## src/rtl/nanprop_pkg.sv

```systemverilog
package nanprop_pkg;

    parameter int EXP_W = 15;
    parameter int SIG_W = 64;
    localparam int INT_BIT   = SIG_W - 1;
    localparam int QUIET_BIT = SIG_W - 2;
    localparam int N_OPS     = 2;

    typedef struct packed {
        logic             sign;
        logic [EXP_W-1:0] exp;
        logic [SIG_W-1:0] sig;
    } xp_t;

    typedef struct packed {
        logic is_nan;
        logic is_bad;
        logic is_quiet;
    } xp_class_t;

    localparam logic [SIG_W-1:0] DFLT_SIG = {2'b11, {(SIG_W-2){1'b0}}};
    localparam xp_t DFLT_NAN = '{sign: 1'b1, exp: {EXP_W{1'b1}}, sig: DFLT_SIG};

    function automatic logic exp_saturated(input logic [EXP_W-1:0] e);
        return &e;
    endfunction

    function automatic xp_t quieten(input xp_t v);
        xp_t r;
        r = v;
        r.sig[QUIET_BIT] = 1'b1;
        return r;
    endfunction

endpackage

```

## src/rtl/nanprop_classify.sv

```systemverilog
module nanprop_classify
    import nanprop_pkg::*;
(
    input  xp_t       op,
    output xp_class_t cls
);
    logic top_exp;

    always_comb begin
        top_exp      = exp_saturated(op.exp);
        cls.is_nan   = top_exp & op.sig[INT_BIT];
        cls.is_bad   = top_exp & ~op.sig[INT_BIT];
        cls.is_quiet = op.sig[QUIET_BIT];
    end
endmodule

```

## src/rtl/nanprop_choose.sv

```systemverilog
module nanprop_choose
    import nanprop_pkg::*;
(
    input  xp_t       op_a,
    input  xp_t       op_b,
    input  xp_class_t cls_a,
    input  xp_class_t cls_b,
    input  logic      tie_pick_b,
    input  logic      inv_mask,
    output xp_t       res,
    output logic      we,
    output logic      evt,
    output logic      trap
);
    xp_t  pick;
    logic sgl;

    always_comb begin
        pick = op_a;
        sgl  = 1'b0;
        if (cls_a.is_nan && cls_b.is_nan) begin
            sgl = ~(cls_a.is_quiet & cls_b.is_quiet);
            if (op_b.sig > op_a.sig)
                pick = op_b;
            else if (op_b.sig == op_a.sig)
                pick = tie_pick_b ? op_b : DFLT_NAN;
            else
                pick = op_a;
        end else if (cls_a.is_nan) begin
            sgl  = ~cls_a.is_quiet;
            pick = op_a;
        end else if (cls_b.is_nan) begin
            sgl  = ~cls_b.is_quiet;
            pick = op_b;
        end
    end

    always_comb begin
        res = DFLT_NAN;
        we  = 1'b0;
        evt = 1'b0;
        if (cls_a.is_bad || cls_b.is_bad) begin
            evt = 1'b1;
            we  = inv_mask;
        end else if (cls_a.is_nan || cls_b.is_nan) begin
            evt = sgl;
            we  = ~sgl | inv_mask;
            res = sgl ? quieten(pick) : pick;
        end
        trap = evt & ~inv_mask;
    end
endmodule

```

## src/rtl/nanprop_sel.sv

```systemverilog
module nanprop_sel
    import nanprop_pkg::*;
(
    input  logic             clk,
    input  logic             rst,
    input  logic             in_vld,
    input  logic             a_sign,
    input  logic [EXP_W-1:0] a_exp,
    input  logic [SIG_W-1:0] a_sig,
    input  logic             b_sign,
    input  logic [EXP_W-1:0] b_exp,
    input  logic [SIG_W-1:0] b_sig,
    input  logic             tie_pick_b,
    input  logic             inv_mask,
    output logic             out_vld,
    output logic             res_sign,
    output logic [EXP_W-1:0] res_exp,
    output logic [SIG_W-1:0] res_sig,
    output logic             res_we,
    output logic             inv_evt,
    output logic             inv_trap
);
    xp_t       ops [N_OPS];
    xp_class_t cls [N_OPS];
    xp_t       res_c, res_q;
    logic      we_c, evt_c, trap_c;
    logic      vld_q, we_q, evt_q, trap_q;

    assign ops[0] = '{sign: a_sign, exp: a_exp, sig: a_sig};
    assign ops[1] = '{sign: b_sign, exp: b_exp, sig: b_sig};

    for (genvar g = 0; g < N_OPS; g++) begin : g_cls
        nanprop_classify u_cls (
            .op  (ops[g]),
            .cls (cls[g])
        );
    end

    nanprop_choose u_choose (
        .op_a       (ops[0]),
        .op_b       (ops[1]),
        .cls_a      (cls[0]),
        .cls_b      (cls[1]),
        .tie_pick_b (tie_pick_b),
        .inv_mask   (inv_mask),
        .res        (res_c),
        .we         (we_c),
        .evt        (evt_c),
        .trap       (trap_c)
    );

    always_ff @(posedge clk) begin
        if (rst) begin
            vld_q  <= 1'b0;
            we_q   <= 1'b0;
            evt_q  <= 1'b0;
            trap_q <= 1'b0;
            res_q  <= '0;
        end else begin
            vld_q  <= in_vld;
            we_q   <= in_vld & we_c;
            evt_q  <= in_vld & evt_c;
            trap_q <= in_vld & trap_c;
            if (in_vld)
                res_q <= res_c;
        end
    end

    assign out_vld  = vld_q;
    assign res_we   = we_q;
    assign inv_evt  = evt_q;
    assign inv_trap = trap_q;
    assign res_sign = res_q.sign;
    assign res_exp  = res_q.exp;
    assign res_sig  = res_q.sig;
endmodule

```

## config.mk

```make
export PLATFORM = sky130hd
export DESIGN_NAME = nanprop_sel
export DESIGN_NICKNAME = d
export VERILOG_FILES = /design/src/rtl/nanprop_pkg.sv /design/src/rtl/nanprop_classify.sv /design/src/rtl/nanprop_choose.sv /design/src/rtl/nanprop_sel.sv
export SDC_FILE = /design/constraint.sdc
export NUM_CORES = 1
export LEC_CHECK = 0
export BUFFER_PORTS_ARGS = -buffer_cell sky130_fd_sc_hd__buf_2
export CELL_PAD_IN_SITES_DETAIL_PLACEMENT = 1
export CELL_PAD_IN_SITES_GLOBAL_PLACEMENT = 1
export CORE_UTILIZATION = 32
export CTS_CLUSTER_SIZE = 40
export DETAILED_ROUTE_END_ITERATION = 10
export GPL_TIMING_DRIVEN = 0
export PLACE_DENSITY = 0.76
export SYNTH_ARGS = -nofsm -noshare
export SYNTH_HDL_FRONTEND = slang
export SYNTH_SLANG_ARGS = --single-unit
```

## constraint.sdc

```tcl
create_clock -name clk -period 7.9 [get_ports clk]
set_clock_uncertainty 0.15 [all_clocks]
set_input_delay 0.79 -clock clk [delete_from_list [all_inputs] [get_ports clk]]
set_output_delay 0.79 -clock clk [all_outputs]
set_load 0.01 [all_outputs]
```

# [After elaboration in Yosys (flattened, before gate mapping)]
# Index checks and enable logic that the tools add are counted.
# Widths: inputs -> output; s select.
[classes] order_cmp=1 eq_ne=1 muxes=16 bitwise_logic=17 reduce_logical=5
[op_table] operator="$mux 80" count=8
[op_table] operator="$eq 64x64->1" count=1
[op_table] operator="$gt 64x64->1" count=1
[op_table] operator="$mux 63" count=1
[op_table] operator="$reduce_and 15->1" count=2
[op_table] operator="$and 1x1->1" count=9
[op_table] operator="$mux 1" count=7
[op_table] operator="$not 1->1" count=7
[op_table] operator="$logic_or 1x1->1" count=2
[op_table] operator="$logic_and 1x1->1" count=1
[op_table] operator="$or 1x1->1" count=1
[word_totals] register_bits=84 inputBits=165 out_inout_bits=84

# [Depth between registers and ports, before layout]
# Gate-level depths: netlist of run 1.
[logic_depth] word_depth=10 ltp_mapped=12 depth_no_buf=10

# [Modules after synthesis]
# Synthesis of run 1 repeated with hierarchy kept, for this count alone.
[unflattened] cells_unflattened=952 area_unflattened_um2=7447.1
[by_module_without_submodules] mod="nanprop_choose" instances=1 cells_each=670 area_per_inst_um2=4364.2 seq_area_each_um2=0.0
[by_module_without_submodules] mod="nanprop_sel" instances=1 cells_each=266 area_per_inst_um2=2975.4 seq_area_each_um2=1681.6
[by_module_without_submodules] mod="nanprop_classify" instances=2 cells_each=8 area_per_inst_um2=53.8 seq_area_each_um2=0.0

# [Worst setup path after synthesis of run 1]
# OpenSTA, ideal clock, no wires.
[synth_timing] kind="input to register" startpoint="input a_sig[57]" endpoint="register res_q, in the netlist res_sig[0]" setup_time_ns=0.087 arrival_time_ns=2.971 setup_slack_ns=4.692 cell_stages=12 path_buffers=2 path_cell_list="inv_1 ha_1 a21o_1 nand3_2 a21oi_1 or4_4 nor3_4 and2_4 buf_12 buf_12 a221oi_2 a221oi_2"
[synth_via] elab_chain_len=7 elab_cells_between_ends=8 classes_between="1 x order compare; 1 x eq/ne; 6 x mux"
[synth_rtl] item="start, declared" line_no="nanprop_sel.sv:9" source="input logic [SIG_W-1:0] a_sig,"
[synth_rtl] item="parallel branches: the longest is 2 deep, another holds $gt 64x64->1"
[synth_rtl] item="$mux 80 (*)" line_no="nanprop_choose.sv:23" source="if (op_b.sig > op_a.sig)"
[synth_rtl] item="$mux 80 (*)" line_no="nanprop_choose.sv:21" source="if (cls_a.is_nan && cls_b.is_nan) begin"
[synth_rtl] item="$mux 63 (*)" line_no="nanprop_choose.sv:48" source="res = sgl ? quieten(pick) : pick;"
[synth_rtl] item="$mux 80 (*)" line_no="nanprop_choose.sv:45" source="end else if (cls_a.is_nan || cls_b.is_nan) begin"
[synth_rtl] item="$mux 80 (*)" line_no="nanprop_choose.sv:42" source="if (cls_a.is_bad || cls_b.is_bad) begin"
[synth_rtl] item="end signal, assigned" line_no="nanprop_sel.sv:65" source="res_q <= res_c;"
[synth_rtl] item="end, declared" line_no="nanprop_sel.sv:25" source="xp_t res_c, res_q;"
# Mark *: on every way between the ends.
# A chain may end at the register's enable or synchronous reset.

# [Worst setup path in the final report of run 1]
[layout_timing] startpoint="input a_sig[63]" endpoint="register res_q, in the netlist res_sig[30]"
[layout_via] elab_chain_len=7 elab_cells_between_ends=15 classes_between="1 x order compare; 1 x eq/ne; 7 x mux; 3 x bitwise; 3 x reduce/logical"
[layout_rtl] item="parallel branches: the longest is 6 deep, another holds $gt 64x64->1"
[layout_rtl] item="$mux 80 (*)" line_no="nanprop_choose.sv:42"
# Marked as above.

==> impl_metrics.tcl, run 1 <==
set metrics [dict create \
    finalCriticalPeriod_ns 4.12 \
    synth-main-ff-cell "dfxtp_1" \
    ys_seq_elements 84 \
    yosysSeqAreaShare_pct 22.6 \
    path_class "in2reg" \
    synth.avg_cell_area_sq_um 9.63 \
    pwr_density_cell_mw_per_mm2 130 \
    port_buffers 246 \
    place.gp.congestion 0.820 \
    synthArstFlopShare_pct 0 \
    switching_power_w 0.000407 \
    post_cts_buffers 0 \
    core-area_sq_mm 0.0227 \
    final_hold_viol_count 0 \
    dp_hpwl_um 20900 \
    p_sw_share_pct 33.3 \
    final_nets 1261 \
    fin_crit_sh_pct 52.1 \
    ir_drop_uv 85.7 \
    fillers 2720 \
    crit_arrival_ns 4.24 \
    power.share.clock_pct 41.1 \
    die_area_sq_mm 0.0239 \
    h-tree-depth 3 \
    setup_viol 0 \
    p_leak_nw 3.91 \
    pin_count 249 \
    root_buffer "clkbuf_16" \
    start_util_pct 32.8 \
    grt_max_degree 17 \
    min_path_type "reg2reg" \
    fin_setup_tns_ns 0 \
    drv_cap 0 \
    critPathLaunchType "input pin" \
    dr_total_vias 7416 \
    post_drt_wl_per_cell_um 20.6 \
    combPwrFrac_pct 23.4 \
    fmax_mhz 243 \
    p_int_w 0.000814 \
    netlist_area_sq_mm 0.00745 \
    cts_buffers 9 \
    routed_wl_um 27200 \
    rsz0062_at_grt "no" \
    route.detailed.drc 0 \
    worstMarginPinSlew_ns 1.20 \
    drt_iter0_markers 328 \
    via_per_inst 5.61 \
    grt_pass1_vias 7767 \
    synth_warnings 0 \
    ctsResizeCount 0 \
    path_clk_slew_ns 0.08 \
    worstSetupEndpointType "flip-flop" \
    seq_power_share_pct 35.5 \
    worst-path-max-fanout 10 \
    maxSlewHeadroom_pct 20.3 \
    ctsHoldBuffers 0 \
    whs_ns 0.317 \
    drt-pass1-iter-count 4 \
    cts.sinks 84 \
    ant_nets 0 \
    synth_edf_count 0 \
    slew_violations 0 \
    die_height_um 155 \
    syn-num-nets 1004 \
    cts.path.max_buffers 2 \
    track_usage_pct 22.9 \
    overflow 0 \
    clock_latency_ns 0.35 \
    cts_tree "built" \
    grt_pass1_wl_um 42700 \
    status "completed" \
    drive_above_1_share_pct 46.9 \
    netlist_instances 774 \
    synth_cell_types 50 \
    die_w_um 155 \
    diodes 0 \
    area_growth_pct 25.7 \
    num_rows 55 \
    crit_required_ns 8.02 \
    antenna_found_initial 1 \
]
## worst paths after layout
check,cells after the start,startpoint,slack [ns],to
worst max-delay path,11,a_sig[63],3.78,res_sig[30]
worst min-delay path,2,res_exp[4],0.32,res_exp[4]
worst max register to register,2,res_sig[46],6.80,res_sig[46]
worst min register to register,2,res_exp[4],0.32,res_exp[4]
## layout make-up
cell class	instances	area [sq um]	area share [%]
tap	285	357	3.81
timing repair buffer	246	1230	13.1
multi-input combinational	553	5050	53.9
clock inverter	7	104	1.11
sequential	84	1680	17.9
clock buffer	9	225	2.40
buffer	65	452	4.82
inverter	72	270	2.88
## synthesized netlist by cell type (2+ instances only)
master | number | share of area [%]
nand2_1 | 140 | 7.1
a221oi_2 | 119 | 24
dfxtp_1 | 84 | 23
inv_1 | 71 | 3.6
ha_1 | 65 | 11
o221ai_2 | 58 | 12
nor2_1 | 45 | 2.3
clkbuf_1 | 29 | 1.5
a21oi_1 | 23 | 1.5
nand4_1 | 21 | 1.8
buf_2 | 15 | 1.0
buf_6 | 12 | 1.8
nand3_1 | 12 | 0.81
o21ai_0 | 10 | 0.67
a221oi_1 | 6 | 0.71
nor3_1 | 6 | 0.40
a21o_1 | 4 | 0.40
buf_12 | 4 | 1.1
o221ai_1 | 4 | 0.47
a2111oi_0 | 3 | 0.35
a31oi_1 | 3 | 0.25
buf_8 | 3 | 0.60
o31ai_1 | 3 | 0.30
a211oi_1 | 2 | 0.20
a22oi_1 | 2 | 0.20
buf_1 | 2 | 0.10
nor2b_1 | 2 | 0.17
nor4_1 | 2 | 0.17
nor4_4 | 2 | 0.57
o21a_1 | 2 | 0.20
## logic make-up after synthesis
family | after synthesis | synth area share (%)
AOI/OAI and AO/OA | 247 | 42.2
adders and majority gates | 65 | 10.9
and+or+nand+nor | 241 | 14.6
DFF | 84 | 22.6
buffers and inverters | 137 | 9.69
## registers in the layout, summed over array words and instances (netlist names)
signal / count
res_sig: 64
res_exp: 15
inv_evt: 1
inv_trap: 1
out_vld: 1
res_sign: 1
res_we: 1
## per-layer routing
metal  track usage (%)  vias up  part of all wire [%]  wire length, um
met2              39.1      203                    48            13200
li1                  -     3534                     -                -
met4              6.60        2                   1.5              399
met5                 0        -                 0.033                9
met3              4.71       27                   5.7             1550
met1              28.8     3650                    44            12000
## per-stage QoR
stage | util (%) | worst slack [ns] | std cells | cell area (sq um) | power (W)
final | 41.3 | 3.78 | 1321 | 9370 | 0.00122
after global placement | 39.8 | 3.41 | 1305 | 9040 | 0.000724
after detailed placement | 39.8 | 3.40 | 1305 | 9040 | 0.000731
after CTS | 41.3 | 3.77 | 1321 | 9370 | 0.00123
after floorplan | - | 4.69 | 774 | 7450 | 0.000598
after global routing | 41.3 | 3.52 | 1321 | 9370 | 0.00128
## power groups by stage
stage	registers, W	logic [W]	clock network [W]
3_3_place_gp	0.000443	0.000281	0
6_report	0.000433	0.000286	0.000502
2_1_floorplan	0.000446	0.000152	0
3_5_place_dp	0.000443	0.000288	0
4_1_cts	0.000433	0.000289	0.000509
5_1_grt	0.000434	0.000317	0.000525
## cell usage in the layout, fill, tap and decap left out, types with 3 or more instances in the layout
master,instances
o221ai_1,4
o21ai_0,10
nor2_1,45
inv_6,3
inv_1,71
nand2_1,140
nand4_1,21
buf_8,3
clkbuf_1,29
buf_6,12
buf_12,4
o31ai_1,3
a31oi_1,3
a21oi_1,23
a2111oi_0,3
a21o_1,4
a221oi_1,6
nand3_1,12
a221oi_2,119
dfxtp_1,84
ha_1,65
buf_2,261
clkbuf_16,9
nor3_1,6
o221ai_2,58
## critical path, cell delays in order
cell      delay (ns)
buf_2           0.12
inv_1           0.08
ha_1            0.34
nand4_1         0.23
nor4_2          0.68
nand4_1         0.28
a41o_1          0.36
a21oi_4         0.41
clkbuf_1        0.50
nand2_1         0.16
a221oi_2        0.28
Note: power is estimated with default switching activity, not from simulation.
==> run 2, diff against run 1 <==
--- a/config.mk
+++ b/config.mk
@@ -5,6 +5,7 @@
 export SDC_FILE = /design/constraint.sdc
 export NUM_CORES = 1
 export LEC_CHECK = 0
+export ABC_AREA = 1
 export BUFFER_PORTS_ARGS = -buffer_cell sky130_fd_sc_hd__buf_2
 export CELL_PAD_IN_SITES_DETAIL_PLACEMENT = 1
 export CELL_PAD_IN_SITES_GLOBAL_PLACEMENT = 1
@@ -12,7 +13,7 @@
 export CTS_CLUSTER_SIZE = 40
 export DETAILED_ROUTE_END_ITERATION = 10
 export GPL_TIMING_DRIVEN = 0
-export PLACE_DENSITY = 0.76
+export PLACE_DENSITY = 0.85
 export SYNTH_ARGS = -nofsm -noshare
 export SYNTH_HDL_FRONTEND = slang
 export SYNTH_SLANG_ARGS = --single-unit
==> constraint.sdc (replaced) <==
create_clock -name clk -period 3.49 [get_ports clk]
set_clock_uncertainty 0.15 [all_clocks]
set_input_delay 0.349 -clock clk [delete_from_list [all_inputs] [get_ports clk]]
set_output_delay 0.349 -clock clk [all_outputs]
set_load 0.01 [all_outputs]
==> run 2 against run 1 <==
  * Combinational power is 140% higher
  * Hold slack worse by 0.30 ns
  * Utilization is 0.064 points lower
  * Clock-buffer cell count stayed put
  * Final area is 4.4% higher
  * First-iteration DRC count is 38% higher
  * Die area is 5.2% higher
  * Sequential share of layout area is 0.76 points lower
  * Critical path type unchanged
  * Critical endpoint is now res_sig[57]
==> impl_metrics.tcl, run 2 <==
set metrics [dict create \
    status "completed" \
    ant_nets 0 \
    dr_total_vias 10000 \
    cts_tree "built" \
    clock_latency_ns 0.36 \
    post_dp_cell_area_sq_mm 0.00948 \
    routed_wl_um 33700 \
    port_buffers 246 \
    die_w_um 159 \
    grt_pass1_wl_um 51000 \
    fin_setup_tns_ns 0 \
    worstMarginPinSlew_ns 1.01 \
    synthArstFlopShare_pct 0 \
    maxSlewHeadroom_pct 32.3 \
    overflow 0 \
    rsz0062_at_grt "no" \
    syn-num-nets 1560 \
    die_area_sq_mm 0.0252 \
    switching_power_w 0.000966 \
    fin_cells 1913 \
    yosysMostFrequentCell "nand2_1" \
    dp_hpwl_um 25700 \
    track_usage_pct 26.5 \
    fin_util_pct 41.2 \
    final_cell_area_sq_mm 0.00978 \
    netlist_area_sq_mm 0.00785 \
    synthTopCellsByCount "385 x nand2_1, 202 x a21oi_1, 176 x nor2_1" \
    slew_violations 0 \
    final_nets 1817 \
    combPwrFrac_pct 25.7 \
    root_buffer "clkbuf_16" \
    start_util_pct 33.0 \
    route.detailed.drc 0 \
    yosysSeqAreaShare_pct 21.4 \
    pin_count 249 \
    post_drt_wl_per_cell_um 17.6 \
    core-area_sq_mm 0.0238 \
    netlist_instances 1330 \
    fin_crit_sh_pct 77.8 \
    ir_drop_uv 184 \
    cts_buffers 9 \
    layout_commonest_cell "nand2_1" \
    layout_common_cells "385 x nand2_1, 265 x buf_2, 202 x a21oi_1" \
    drt_iter0_markers 453 \
    synth_top_area_share_pct 21.4 \
    grt_max_degree 19 \
    cts.sinks 84 \
    setup_viol 0 \
    path_clk_slew_ns 0.08 \
    path_class "in2reg" \
    synth-main-ff-cell "dfxtp_1" \
    multiInputGateArea_sq_mm 0.00535 \
    power.share.clock_pct 38.1 \
    finalCriticalPeriod_ns 2.72 \
    ctsResizeCount 0 \
    die_height_um 159 \
    worst-path-max-fanout 10 \
    fmax_mhz 368 \
    synth_edf_count 0 \
    via_per_inst 5.24 \
    grt_pass1_vias 10100 \
    synth.area.top_cells "dfxtp_1 21%, nand2_1 18%, a21oi_1 13%" \
    crit_arrival_ns 2.85 \
    ys_seq_elements 84 \
    cts.path.max_buffers 2 \
    synth_warnings 0 \
    crit_required_ns 3.63 \
    min_path_type "in2reg" \
    postLayoutSetupSlackWorst_ns 0.774 \
    synth.avg_cell_area_sq_um 5.90 \
    yosys.area.top_type "dfxtp_1" \
    drive_above_1_share_pct 23.3 \
    fillers 3320 \
    p_sw_share_pct 35.6 \
    post_cts_buffers 0 \
    antenna_found_initial 2 \
    p_int_w 0.00175 \
    pre_cts_slack_ns 0.394 \
    critPathLaunchType "input pin" \
    placed_cells 1895 \
    drv_cap 0 \
    h-tree-depth 3 \
    p_leak_nw 4.81 \
    num_rows 56 \
    pwr_density_cell_mw_per_mm2 277 \
    final-seq-area_sq_mm 0.00168 \
    drt-pass1-iter-count 4 \
    place.gp.congestion 0.864 \
    synth_cell_types 31 \
    area_growth_pct 24.7 \
    seq_power_share_pct 36.2 \
    ctsHoldBuffers 0 \
    final_hold_viol_count 0 \
    worstSetupEndpointType "flip-flop" \
    largest_reg_flops 64 \
]
## run 2: changes by cell type in the layout (fill, tap and decap cells not counted), sizes merged, moves of 14 or more
| cell | delta |
|---|---|
| clkbuf | +14 |
| o221a | +16 |
| o221ai | -61 |
| a221oi | -125 |
| nand2 | +249 |
| nor2 | +132 |
| nand3 | +122 |
| a21oi | +178 |
| or2 | +46 |
| inv | +28 |
## run 2: path summary, 6_finish.rpt
| path | start | endpoint | slack (ns) | depth (start not counted) |
|---|---|---|---|---|
| setup reg to reg | res_sig[46] | res_sig[46] | 2.67 | 2 |
| setup / recovery | b_sig[47] | res_sig[57] | 0.77 | 15 |
| hold reg to reg | res_sig[17] | res_sig[17] | 0.31 | 2 |
| hold / removal | inv_mask | inv_trap | 0.02 | 2 |
## run 2: power groups by stage
| stage | sequential (W) | combinational (W) | clock [W] |
|---|---|---|---|
| finish | 0.000980 | 0.000697 | 0.00103 |
| global route | 0.000982 | 0.000782 | 0.00109 |
| CTS | 0.000980 | 0.000696 | 0.00105 |
| detailed placement | 0.00100 | 0.000691 | 0 |
| global placement | 0.00100 | 0.000659 | 0 |
| floorplan | 0.00101 | 0.000387 | 0 |
## run 2: final cells by class
cell class	count	share of cell area, %
multi-input combinational	1061	54.7
sequential	84	17.2
timing repair buffer	246	12.6
buffer	86	4.54
tap	319	4.08
inverter	99	3.80
clock buffer	9	2.30
clock inverter	7	0.780
antenna	2	0.0512
## run 2: metal layers
layer,up-vias,global-route usage [%],wire (um)
met5,-,0,0
met4,0,9.98,909
met3,60,4.22,1830
met2,312,47.2,16100
met1,4795,31.7,14800
li1,4851,-,-
## run 2: logic make-up after synthesis
group	synth area share, %
adder cells (fa/ha/maj)	10.4
AND/OR/NAND/NOR	40.9
flip-flops	21.4
AO/OA/AOI/OAI	16.9
buffers and inverters	10.4
## run 2: per-stage QoR
step,total power [W],hold WS (ns)
floorplan,0.00140,0.278
global placement,0.00166,0.289
detailed placement,0.00169,0.303
CTS,0.00273,0.00948
global route,0.00285,0.0254
finish,0.00271,0.0211
## run 2: worst max-delay path, cell delays in order
cell and delay (ns):
buf_2 0.14, ha_1 0.30, nand2_1 0.07, nor2_1 0.16
nand2_1 0.12, nor3_2 0.23, nand2_2 0.12, nor2_4 0.29
inv_2 0.17, nand2_4 0.19, buf_2 0.29, nand2_1 0.09
nand3_1 0.10, nand2_1 0.09, a21oi_1 0.14
==> run 3, diff against run 2 <==
--- a/config.mk
+++ b/config.mk
@@ -13,7 +13,7 @@
 export CTS_CLUSTER_SIZE = 40
 export DETAILED_ROUTE_END_ITERATION = 10
 export GPL_TIMING_DRIVEN = 0
-export PLACE_DENSITY = 0.85
+export PLACE_DENSITY = 0.82
 export SYNTH_ARGS = -nofsm -noshare
 export SYNTH_HDL_FRONTEND = slang
 export SYNTH_SLANG_ARGS = --single-unit
==> constraint.sdc (replaced) <==
create_clock -name clk -period 2.8 [get_ports clk]
set_clock_uncertainty 0.15 [all_clocks]
set_input_delay 0.28 -clock clk [delete_from_list [all_inputs] [get_ports clk]]
set_output_delay 0.28 -clock clk [all_outputs]
set_load 0.01 [all_outputs]
==> run 3 against run 2 <==
  * Register-to-register slack worse by 0.71 ns
  * Global-route usage up 0.43 points
  * Flip-flop and latch count unchanged
  * Clock-buffer cell count unchanged
  * Critical path type unchanged
==> impl_metrics.tcl, run 3 (same netlist as run 2, synthesis figures left out) <==
set metrics [dict create \
    status "completed" \
    area_growth_pct 25.0 \
    num_rows 56 \
    cts.path.max_buffers 2 \
    finalCriticalPeriod_ns 2.52 \
    largest_reg_flops 64 \
    whs_ns 0.0921 \
    slew_violations 0 \
    hold_depth 3 \
    clock_latency_ns 0.37 \
    drt-pass1-iter-count 5 \
    die_w_um 159 \
    final-seq-area_sq_mm 0.00168 \
    routed_wl_um 33500 \
    final_nets 1819 \
    fin_crit_sh_pct 90.1 \
    drt_iter0_markers 430 \
    reg2reg_depth 2 \
    cts_buffers 9 \
    critPathLaunchType "input pin" \
    cts.sinks 84 \
    drv_cap 0 \
    fin_util_pct 41.3 \
    route.detailed.drc 0 \
    layout_common_cells "385 x nand2_1, 265 x buf_2, 202 x a21oi_1" \
    ir_drop_uv 374 \
    multiInputGateArea_sq_mm 0.00535 \
    place.gp.congestion 0.868 \
    maxSlewHeadroom_pct 35.0 \
    core-area_sq_mm 0.0238 \
    final_hold_viol_count 0 \
    port_buffers 246 \
    power_w 0.00339 \
    pin_count 249 \
    grt_pass1_wl_um 52200 \
    rsz0062_at_grt "no" \
    fmax_mhz 396 \
    drive_above_1_share_pct 23.3 \
    die_area_sq_mm 0.0252 \
    root_buffer "clkbuf_16" \
    die_height_um 159 \
    start_util_pct 33.0 \
    dr_total_vias 9908 \
    min_path_type "in2reg" \
    layout_commonest_cell "nand2_1" \
    path_class "in2reg" \
    worstSetupEndpointType "flip-flop" \
    setup_viol 0 \
    worst-path-max-fanout 10 \
    p_leak_nw 4.82 \
    post_drt_wl_per_cell_um 17.5 \
    path_clk_slew_ns 0.08 \
    grt_max_degree 19 \
    ctsResizeCount 0 \
    dp_hpwl_um 25800 \
    via_per_inst 5.17 \
    antenna_found_initial 4 \
    ant_nets 0 \
    worstMarginPinSlew_ns 0.971 \
    pwr_density_cell_mw_per_mm2 345 \
    crit_arrival_ns 2.67 \
    cts_tree "built" \
    overflow 0 \
    grt_pass1_vias 10100 \
    track_usage_pct 26.9 \
    crit_required_ns 2.95 \
    fillers 3291 \
    h-tree-depth 3 \
]
==> run 3: cell types whose count changed in the layout (fill, tap and decap cells not counted) <==
cell,before,now
dlygate4sd3_1,0,1
inv_6,1,0
clkinv_4,2,3
inv_8,3,2
buf_4,19,20
clkinv_8,1,2
diode_2,2,3
==> run 3: what timing repair did <==
action / CTS / global route
setup buffers: 0 / 1
endpoints found under the hold margin: 1 / 0
hold buffers: 1 / 0
endpoints found under the setup margin: 0 / 28
==> run 3: stage by stage <==
stage	setup slack, ns	std cells	area [sq um]	setup TNS (ns)
floorplan	0.621	1330	7850	0
global placement	-0.247	1895	9480	-12.60
detailed placement	-0.291	1895	9480	-14.29
CTS	0.0830	1912	9790	0
global route	0.0500	1916	9810	0
finish	0.277	1916	9810	0
==> run 3: worst max-delay path, cell delays in order <==
cell,delay (ns)
buf_2,0.13
inv_1,0.07
ha_1,0.31
nand2_1,0.07
nor2_1,0.16
nand2_1,0.11
nor3_2,0.22
nand2_2,0.12
nor2_4,0.20
inv_2,0.13
nand2_4,0.18
buf_2,0.29
nand2_1,0.09
nand3_1,0.08
nand2_1,0.09
a21oi_1,0.14
==> run 3: final timing paths <==
| check | to | start | slack (ns) |
|---|---|---|---|
| setup reg to reg | res_sig[51] | res_sig[51] | 1.96 |
| hold / removal | res_sign | b_sign | 0.09 |
| setup / recovery | res_sig[37] | a_sig[47] | 0.28 |
| hold reg to reg | res_sig[15] | res_sig[15] | 0.31 |
==> run 3: final cells by class <==
| class | instances | share of cell area [%] |
|---|---|---|
| timing repair buffer | 248 | 12.7 |
| antenna | 3 | 0.0765 |
| sequential | 84 | 17.1 |
| inverter | 99 | 3.79 |
| multi-input combinational | 1061 | 54.5 |
| buffer | 86 | 4.53 |
| clock buffer | 9 | 2.30 |
| clock inverter | 7 | 0.829 |
| tap | 319 | 4.07 |
==> run 3: metal layers <==
| layer | up-vias | wire [um] | track usage (%) |
|---|---|---|---|
| li1 | 4849 | - | - |
| met1 | 4722 | 14600 | 32.1 |
| met2 | 279 | 16300 | 48.2 |
| met3 | 56 | 1780 | 4.68 |
| met4 | 2 | 831 | 9.16 |
| met5 | - | 18 | 0 |
==> run 3: power by group <==
group,switching [W],total (W),internal (W)
Sequential,0.00000936,0.00122,0.00121
Clock,0.000658,0.00129,0.000637
Combinational,0.000544,0.000871,0.000327
Total,0.00121,0.00339,0.00218
